$ cat config.mk
export PLATFORM = sky130hd
export DESIGN_NAME = phy_link_scanner
export DESIGN_NICKNAME = d
export VERILOG_FILES = /design/src/rtl/pls_pkg.sv /design/src/rtl/pls_sequencer.sv /design/src/rtl/pls_status_file.sv /design/src/rtl/pls_port_report.sv /design/src/rtl/phy_link_scanner.sv
export SDC_FILE = /design/constraint.sdc
export NUM_CORES = 1
export LEC_CHECK = 0
export BUFFER_PORTS_ARGS = -buffer_cell sky130_fd_sc_hd__buf_2
export CORE_MARGIN = 1.5
export CORE_UTILIZATION = 53
export DETAILED_ROUTE_END_ITERATION = 12
export PLACE_DENSITY = 0.86
export SYNTH_ARGS = -nofsm -noshare
export SYNTH_HDL_FRONTEND = slang
export SYNTH_SLANG_ARGS = --single-unit
$ cat constraint.sdc
create_clock -name clk -period 3 [get_ports clk]
set_input_delay 0.6 -clock clk [delete_from_list [all_inputs] [get_ports clk]]
set_output_delay 0.6 -clock clk [all_outputs]
set_load 0.05 [all_outputs]
$ cat src/rtl/pls_pkg.sv
package pls_pkg;

  localparam int unsigned STAT_W = 16;

  localparam logic [4:0]        PHY_STAT_REG   = 5'h11;
  localparam logic [STAT_W-1:0] STAT_KEEP_MASK = 16'hE400;
  localparam int unsigned       LINK_BIT       = 10;
  localparam int unsigned       SPD_HI_BIT     = 15;
  localparam int unsigned       DUPLEX_BIT     = 13;
  localparam logic [6:0]        SPEED_REG_OFS  = 7'h10;
  localparam logic [STAT_W-1:0] MODE_FAST      = 16'h0003;
  localparam logic [STAT_W-1:0] MODE_MID       = 16'h0001;
  localparam logic [1:0]        SPD_CODE_FAST  = 2'd2;
  localparam logic [1:0]        SPD_CODE_MID   = 2'd1;

  typedef enum logic [1:0] {
    SEQ_IDLE  = 2'd0,
    SEQ_READ  = 2'd1,
    SEQ_WRITE = 2'd2
  } seq_state_e;

  // Reduce a raw PHY status word to link/speed/duplex; a dead link is zero.
  function automatic logic [STAT_W-1:0] mask_status(input logic [STAT_W-1:0] raw);
    if (!raw[LINK_BIT]) return '0;
    return raw & STAT_KEEP_MASK;
  endfunction

  // MAC interface-mode value for a reduced status word.
  function automatic logic [STAT_W-1:0] mode_value(input logic [STAT_W-1:0] st);
    if (st[LINK_BIT] && !st[SPD_HI_BIT]) return MODE_MID;
    return MODE_FAST;
  endfunction

endpackage

$ cat src/rtl/pls_sequencer.sv
module pls_sequencer
  import pls_pkg::*;
#(
  parameter int unsigned NPORTS      = 10,
  parameter int unsigned IDLE_CYCLES = 64,
  localparam int unsigned PORT_W     = (NPORTS > 1) ? $clog2(NPORTS) : 1,
  localparam int unsigned GAP_W      = $clog2(IDLE_CYCLES + 2)
) (
  input  logic              clk,
  input  logic              rst_n,
  input  logic              scan_en,
  input  logic              mdio_done,
  input  logic              reg_wr_ack,
  input  logic              status_differs,
  output logic [PORT_W-1:0] cur_port,
  output logic              rd_active,
  output logic              wr_active,
  output logic              capture
);

  localparam logic [PORT_W-1:0] LAST_PORT = PORT_W'(NPORTS - 1);
  localparam logic [GAP_W-1:0]  GAP_LOAD  = GAP_W'(IDLE_CYCLES);

  seq_state_e        state_q, state_d;
  logic [PORT_W-1:0] port_q, port_d;
  logic [GAP_W-1:0]  gap_q, gap_d;
  logic              seq_en;
  logic              advance;

  // Next-state logic
  always_comb begin
    state_d = state_q;
    port_d  = port_q;
    gap_d   = gap_q;
    capture = 1'b0;
    advance = 1'b0;
    unique case (state_q)
      SEQ_IDLE: begin
        if (gap_q != '0) begin
          gap_d = gap_q - GAP_W'(1);
        end else if (scan_en) begin
          state_d = SEQ_READ;
          port_d  = '0;
        end
      end
      SEQ_READ: begin
        if (mdio_done) begin
          capture = 1'b1;
          if (status_differs) state_d = SEQ_WRITE;
          else                advance = 1'b1;
        end
      end
      SEQ_WRITE: begin
        if (reg_wr_ack) advance = 1'b1;
      end
      default: state_d = SEQ_IDLE;
    endcase

    if (advance) begin
      if (port_q == LAST_PORT) begin
        state_d = SEQ_IDLE;
        gap_d   = GAP_LOAD;
      end else begin
        state_d = SEQ_READ;
        port_d  = port_q + PORT_W'(1);
      end
    end
  end

  assign seq_en = (state_d != state_q) || (port_d != port_q) || (gap_d != gap_q);

  // State registers
  always_ff @(posedge clk or negedge rst_n) begin
    if (!rst_n) begin
      state_q <= SEQ_IDLE;
      port_q  <= '0;
      gap_q   <= '0;
    end else if (seq_en) begin
      state_q <= state_d;
      port_q  <= port_d;
      gap_q   <= gap_d;
    end
  end

  assign cur_port  = port_q;
  assign rd_active = (state_q == SEQ_READ);
  assign wr_active = (state_q == SEQ_WRITE);

endmodule

$ cat src/rtl/pls_status_file.sv
module pls_status_file
  import pls_pkg::*;
#(
  parameter int unsigned NPORTS  = 10,
  localparam int unsigned PORT_W = (NPORTS > 1) ? $clog2(NPORTS) : 1
) (
  input  logic                          clk,
  input  logic                          rst_n,
  input  logic                          wr_en,
  input  logic [PORT_W-1:0]             wr_port,
  input  logic [STAT_W-1:0]             wr_status,
  input  logic [PORT_W-1:0]             rd_port,
  output logic [STAT_W-1:0]             rd_status,
  output logic [NPORTS-1:0][STAT_W-1:0] stat_all
);

  for (genvar i = 0; i < NPORTS; i++) begin : g_entry
    logic [STAT_W-1:0] stat_q;
    logic              entry_en;

    assign entry_en = wr_en && (wr_port == PORT_W'(i));

    always_ff @(posedge clk or negedge rst_n) begin
      if (!rst_n)        stat_q <= '0;
      else if (entry_en) stat_q <= wr_status;
    end

    assign stat_all[i] = stat_q;
  end

  assign rd_status = stat_all[rd_port];

endmodule

$ cat src/rtl/pls_port_report.sv
module pls_port_report
  import pls_pkg::*;
#(
  parameter int unsigned NPORTS = 10
) (
  input  logic [NPORTS-1:0][STAT_W-1:0] stat_all,
  output logic [NPORTS-1:0]             link_up,
  output logic [2*NPORTS-1:0]           speed_code,
  output logic [NPORTS-1:0]             full_duplex
);

  for (genvar i = 0; i < NPORTS; i++) begin : g_port
    logic lnk;
    assign lnk            = stat_all[i][LINK_BIT];
    assign link_up[i]     = lnk;
    assign full_duplex[i] = stat_all[i][DUPLEX_BIT];
    assign speed_code[2*i +: 2] =
      (lnk && !stat_all[i][SPD_HI_BIT]) ? SPD_CODE_MID : SPD_CODE_FAST;
  end

endmodule

$ cat src/rtl/phy_link_scanner.sv
module phy_link_scanner
  import pls_pkg::*;
#(
  parameter int unsigned NPORTS      = 10,
  parameter int unsigned IDLE_CYCLES = 64,
  parameter int unsigned ADDR_W      = 16
) (
  input  logic                clk,
  input  logic                rst_n,
  input  logic                scan_en,
  output logic                mdio_req,
  output logic [4:0]          mdio_phy_addr,
  output logic [4:0]          mdio_reg_addr,
  input  logic                mdio_done,
  input  logic [15:0]         mdio_rdata,
  output logic                reg_wr_req,
  output logic [ADDR_W-1:0]   reg_wr_addr,
  output logic [15:0]         reg_wr_data,
  input  logic                reg_wr_ack,
  output logic [NPORTS-1:0]   link_up,
  output logic [2*NPORTS-1:0] speed_code,
  output logic [NPORTS-1:0]   full_duplex
);

  localparam int unsigned PORT_W = (NPORTS > 1) ? $clog2(NPORTS) : 1;

  logic [PORT_W-1:0]             cur_port;
  logic                          capture;
  logic [STAT_W-1:0]             masked;
  logic [STAT_W-1:0]             stored_cur;
  logic                          differs;
  logic [NPORTS-1:0][STAT_W-1:0] stat_all;

  assign masked  = mask_status(mdio_rdata);
  assign differs = (masked != stored_cur);

  pls_sequencer #(
    .NPORTS      (NPORTS),
    .IDLE_CYCLES (IDLE_CYCLES)
  ) i_seq (
    .clk            (clk),
    .rst_n          (rst_n),
    .scan_en        (scan_en),
    .mdio_done      (mdio_done),
    .reg_wr_ack     (reg_wr_ack),
    .status_differs (differs),
    .cur_port       (cur_port),
    .rd_active      (mdio_req),
    .wr_active      (reg_wr_req),
    .capture        (capture)
  );

  pls_status_file #(
    .NPORTS (NPORTS)
  ) i_store (
    .clk       (clk),
    .rst_n     (rst_n),
    .wr_en     (capture && differs),
    .wr_port   (cur_port),
    .wr_status (masked),
    .rd_port   (cur_port),
    .rd_status (stored_cur),
    .stat_all  (stat_all)
  );

  pls_port_report #(
    .NPORTS (NPORTS)
  ) i_report (
    .stat_all    (stat_all),
    .link_up     (link_up),
    .speed_code  (speed_code),
    .full_duplex (full_duplex)
  );

  assign mdio_phy_addr = 5'(cur_port);
  assign mdio_reg_addr = PHY_STAT_REG;
  assign reg_wr_addr   = ADDR_W'({cur_port, SPEED_REG_OFS});
  // Store already holds the new status while the write is pending.
  assign reg_wr_data   = mode_value(stored_cur);

endmodule

==> results of run 1 <==
[flip-flops by register name, summed over array words and instances (netlist names)]
register                count
i_store.g_entry.stat_q     40
i_seq.gap_q                 7
i_seq.cur_port              4
i_seq.state_q               2
[per-layer routing]
metal  share of wire  GRT usage  vias to the layer above
met3           0.049     0.0250                        9
met1            0.45      0.246                     1074
met5               0          0                        -
met4           0.012     0.0557                        0
met2            0.49      0.313                       86
li1                -          -                     1054
[layout make-up]
type | instances | area, um^2
Timing Repair Buffer | 73 | 413
Inverter | 17 | 63.8
Tap cell | 77 | 96.3
Sequential cell | 53 | 1330
Clock buffer | 5 | 68.8
Multi-Input combinational cell | 205 | 1820
Clock inverter | 3 | 22.5
Fill cell | 550 | 2680
[power by group]
part	leakage, uW	total [uW]	switching [uW]	internal [uW]
Sequential	0.000716	714	0	714
Combinational	0.00135	131	119	11.9
Clock	0.0000481	408	242	166
Total	0.00211	1250	361	892
[cells by family after synthesis]
kind of cell             count (synthesis)  synth area share
AO/OA/AOI/OAI                           19            0.0452
XOR/XNOR                                 7            0.0169
adder cells (fa/ha/maj)                 10            0.0345
buffers and inverters                   86             0.164
flip-flops                              53             0.366
multiplexers                            59             0.228
other                                    2           0.00207
AND/OR/NAND/NOR                         77             0.144
[worst paths after layout]
path | slack (ns) | start | to | cells past startpoint
max | 0.17 | i_seq.cur_port[1] | i_store.g_entry[8].stat_q[13] | 9
min | 0.40 | rst_n | i_store.g_entry[3].stat_q[13] | 2
max reg2reg | 0.17 | i_seq.cur_port[1] | i_store.g_entry[8].stat_q[13] | 9
min reg2reg | 0.49 | i_store.g_entry[8].stat_q[14] | i_store.g_entry[8].stat_q[14] | 1
max in group asynchronous | 2.17 | rst_n | i_seq.gap_q[6] | 2
min in group clk | 0.49 | i_store.g_entry[8].stat_q[14] | i_store.g_entry[8].stat_q[14] | 1
[worst register-to-register path: cells and delay by family, from the launching register on]
kind,cells,cell delay [ns]
mux,2,0.68
simple gates,3,0.66
flops,1,0.58
compound gates,3,0.53
buf+inv,1,0.25
[synth_stat cells, types with 4 or more instances]
| cell type | number |
|---|---|
| dfrtp_1 | 53 |
| nand2b_1 | 17 |
| buf_4 | 57 |
| ha_1 | 10 |
| mux2_1 | 20 |
| nand2_1 | 13 |
| mux2_4 | 32 |
| nor3_1 | 5 |
| xnor2_1 | 5 |
| buf_6 | 5 |
| inv_1 | 17 |
| mux4_2 | 4 |
| nand3_1 | 9 |
| nand3_4 | 8 |
| nor2_1 | 9 |
[cell usage in the layout (no fill, tap or decap), types with 2 or more instances in the layout]
cell	instances
a211oi_1	2
a21oi_1	3
a22oi_1	2
and2_1	3
and3_1	2
buf_2	59
buf_4	13
clkbuf_8	5
clkinv_4	2
conb_1	33
dfrtp_1	53
ha_1	10
inv_1	17
mux2_1	20
mux2_4	32
mux2i_1	2
mux4_2	4
nand2_1	13
nand2b_1	17
nand3_1	9
nand3_4	8
nor2_1	9
nor2b_1	2
nor3_1	5
xnor2_1	5
xor2_1	2
[metrics by stage]
stage               instances  setup WS, ns  cell area [um^2]  hold slack, ns  utilization
global placement          425         0.272              3720           0.460        0.573
CTS                       433         0.170              3810           0.415        0.587
floorplan                 344        0.0178              3740           0.304            -
detailed placement        425         0.185              3720           0.475        0.573
global route              433        0.0183              3810           0.448        0.587
finish                    433         0.169              3810           0.396        0.587
==> impl_metrics.ini, run 1 <==
[final_layout]
diodes = 0
area_growth_pct = 5.18
drive_gt1_frac = 0.374
final_nets = 386

[sta]
fin_worst_skew_ns = 0.0156
fin_crit_sh = 0.944
finalSetupViolCount = 0
slew_violations = 0
hold_violations = 0
fmax_mhz = 353
period_minus_slack_ns = 2.83
fin_tns_setup_ns = 0
rsz0062_at_grt = no
slew_headroom = 0.563
max_slew.worst_pin.slew_ns = 0.656

[route]
drtPass1Iterations = 4
viasPerCell = 5.13
drc = 0
routed_wl_um = 6330
initialDrtViolationCount = 93
antenna_left = 0
vias = 2223
routedWlPerCell_um = 14.6

[clocking]
cts_made_buffers = 5
clockBufferDepth = 2
cts_tree = done
path_clk_slew_ns = 0.10
post_cts_buffers = 0
htreeDepth = 2
cts_root_buffer = clkbuf_8
insertion_delay_ns = 0.31
ctsHoldBuffers = 0
cts_sinks = 53
cts.repair.resized = 0

[pwr]
peakVddDrop_v = 0.000193
power_density_nw_per_um2 = 329
finalPower_uw = 1250
leakagePower_uw = 0.00211

[die]
die_area_um2 = 7350
ios = 105
die_y_um = 85.7
fp.coreArea_um2 = 6490
num_rows = 29
die_w_um = 85.7
start_util = 0.558

[grt]
grt_pass1_wl_um = 10600
grtUsageTotal = 0.184
grt_max_degree = 54
overflow = 0
antenna_found_initial = 0
grt_pass1_vias = 2160

[flow_run]
cap_violations = 0

[yosys]
synth_area_per_cell_um2 = 11.6
yosys.area.top_type = dfrtp_1
yosysTopAreaCellShare = 0.366
synth_seq_cells = 53
synth_edf_count = 0
ys_warn_count = 0
seq_area_frac_synth = 0.366
syn-cell-area_um2 = 3630
async_reset_ff_frac = 1.00
synthCells = 313
yosysUniqueCellTypes = 50
synth_area_leaders = dfrtp_1, mux2_4, buf_4
ys.flop_type = dfrtp_1

[place]
dpl.hpwl_um = 4970
place_congestion = 0.802
port_buffers = 59

[critical_path]
arrival_ns = 3.02
required_ns = 3.19
worstSetupStartpointType = flip-flop
path_cells = buf_4 > mux4_2 > nand2_1 > a31oi_1 > o211a_1 > o211ai_2 > and3_4 > and3_1 > mux2_1
cpMaxStageDelayCell = dfrtp_1
cp_num_buf_inv = 1
criticalPathCategory = reg -> reg
path_max_fanout = 8
end_kind = flip-flop
crit_family = multiplexers
crit_path_max_incr_delay_ns = 0.58

[min_path]
hold_class = in -> async

[status]
status = complete, no violations
No activity file was read; power rests on OpenSTA's default activity.
==> inputs of run 2 (changes only) <==
--- a/constraint.sdc
+++ b/constraint.sdc
@@ -3,2 +3,2 @@
 set_output_delay 0.6 -clock clk [all_outputs]
-set_load 0.05 [all_outputs]
+set_load 0.1 [all_outputs]
==> impl_metrics.ini, run 2 (synthesis gave the netlist of run 1 again) <==
[grt]
grt_pass1_wl_um = 10200
grt_max_degree = 38
grt_pass1_vias = 2068
overflow = 0
antenna_found_initial = 0
grtUsageTotal = 0.177

[pwr]
peakVddDrop_v = 0.000171
leakagePower_uw = 0.00211
power_density_nw_per_um2 = 352

[die]
die_y_um = 85.7
ios = 105
start_util = 0.558
fp.coreArea_um2 = 6490
num_rows = 29
die_area_um2 = 7350
die_w_um = 85.7

[final_layout]
area_growth_pct = 5.90
fillers = 527
drive_gt1_frac = 0.385
top_register = i_store.g_entry.stat_q
fin_util = 0.591
fin_area_um2 = 3840
layout_common_cells = buf_2, dfrtp_1, conb_1
final_common_cell = buf_2
largest_register_ffs = 40
final_nets = 386
diodes = 0

[sta]
slew_violations = 0
period_minus_slack_ns = 2.84
slew_headroom = 0.458
rsz0062_at_grt = no
fin_worst_skew_ns = 0.00928
fin_tns_setup_ns = 0
hold_violations = 0
fin_crit_sh = 0.946
max_slew.worst_pin.slew_ns = 0.814
finalSetupViolCount = 0
fmax_mhz = 352

[route]
viasPerCell = 5.18
vias = 2243
drtPass1Iterations = 4
initialDrtViolationCount = 87
antenna_left = 0
drc = 0
routed_wl_um = 6330
routedWlPerCell_um = 14.6

[clocking]
path_clk_slew_ns = 0.10
clockBufferDepth = 2
cts_root_buffer = clkbuf_8
cts_made_buffers = 5
cts_tree = done
cts_sinks = 53
post_cts_buffers = 0
insertion_delay_ns = 0.32
cts.repair.resized = 0
htreeDepth = 2
ctsHoldBuffers = 0

[flow_run]
cap_violations = 0

[place]
place_congestion = 0.809
dpl_cell_area_um2 = 3710
dpl.hpwl_um = 4950
port_buffers = 59

[critical_path]
worstSetupStartpointType = flip-flop
end_kind = flip-flop
arrival_ns = 3.04
startpoint = i_seq.cur_port[0]
r2r-start = i_seq.cur_port[0]
criticalPathCategory = reg -> reg
path_max_fanout = 12
required_ns = 3.20

[min_path]
hold_class = in -> async

[status]
status = complete, no violations
## run 2: cell count changes in the layout (fill, tap and decap cells not counted)
cell / previous run / this run
dfrtp_1: 53 / 49
dfrtp_2: 0 / 3
buf_12: 1 / 2
buf_2: 59 / 58
clkinv_2: 1 / 0
dfrtp_4: 0 / 1
inv_6: 0 / 1
## run 2: cell type report
class	instances	area, um^2	share of cell area
Clock buffer	5	68.8	0.0179
Clock inverter	3	26.3	0.00684
Inverter	17	63.8	0.0166
Multi-Input combinational cell	205	1820	0.475
Sequential cell	53	1330	0.347
Tap cell	77	96.3	0.0251
Timing Repair Buffer	73	428	0.111
## run 2: critical path, stage by stage (launching register included)
cell and delay, ns:
dfrtp_4 0.54, mux4_2 0.55, nand2_1 0.12, a31oi_1 0.08, o211a_1 0.23, o211ai_2 0.28, and3_4 0.28, and3_1 0.28
mux2_1 0.34
## run 2: worst paths after layout
| path | end | slack (ns) | depth (start not counted) |
|---|---|---|---|
| setup reg to reg | i_store.g_entry[8].stat_q[14] | 0.16 | 8 |
| hold reg to reg | i_store.g_entry[9].stat_q[14] | 0.50 | 1 |
| setup / recovery | i_store.g_entry[8].stat_q[14] | 0.16 | 8 |
| hold / removal | i_seq.state_q[0] | 0.37 | 1 |
| min in group clk | i_store.g_entry[9].stat_q[14] | 0.50 | 1 |
| max in group asynchronous | i_store.g_entry[6].stat_q[15] | 1.91 | 2 |
## run 2: per-stage QoR
| stage | power, uW | std cells | hold WS [ns] | setup slack (ns) |
|---|---|---|---|---|
| 3_5_place_dp | 947 | 421 | 0.476 | 0.147 |
| 4_1_cts | 1360 | 429 | 0.391 | 0.128 |
| 3_3_place_gp | 946 | 421 | 0.459 | 0.206 |
| 2_1_floorplan | 954 | 344 | 0.304 | 0.0202 |
| 6_report | 1350 | 433 | 0.371 | 0.163 |
| 5_1_grt | 1410 | 433 | 0.412 | 0.0315 |
## run 2: where the power goes
part / internal (uW) / leakage (uW) / switching (uW) / total [uW]
sequential: 714 / 0.000710 / 0 / 714
clock: 170 / 0.0000487 / 250 / 420
combinational: 10.9 / 0.00135 / 208 / 219
## run 2: per-layer routing
layer	wire length, um	vias to the layer above	track usage	part of all wire
met5	0	-	0	0
met4	42	0	0.0337	0.0066
met3	267	6	0.0375	0.042
met2	3220	68	0.319	0.51
met1	2800	1112	0.221	0.44
li1	-	1057	-	-
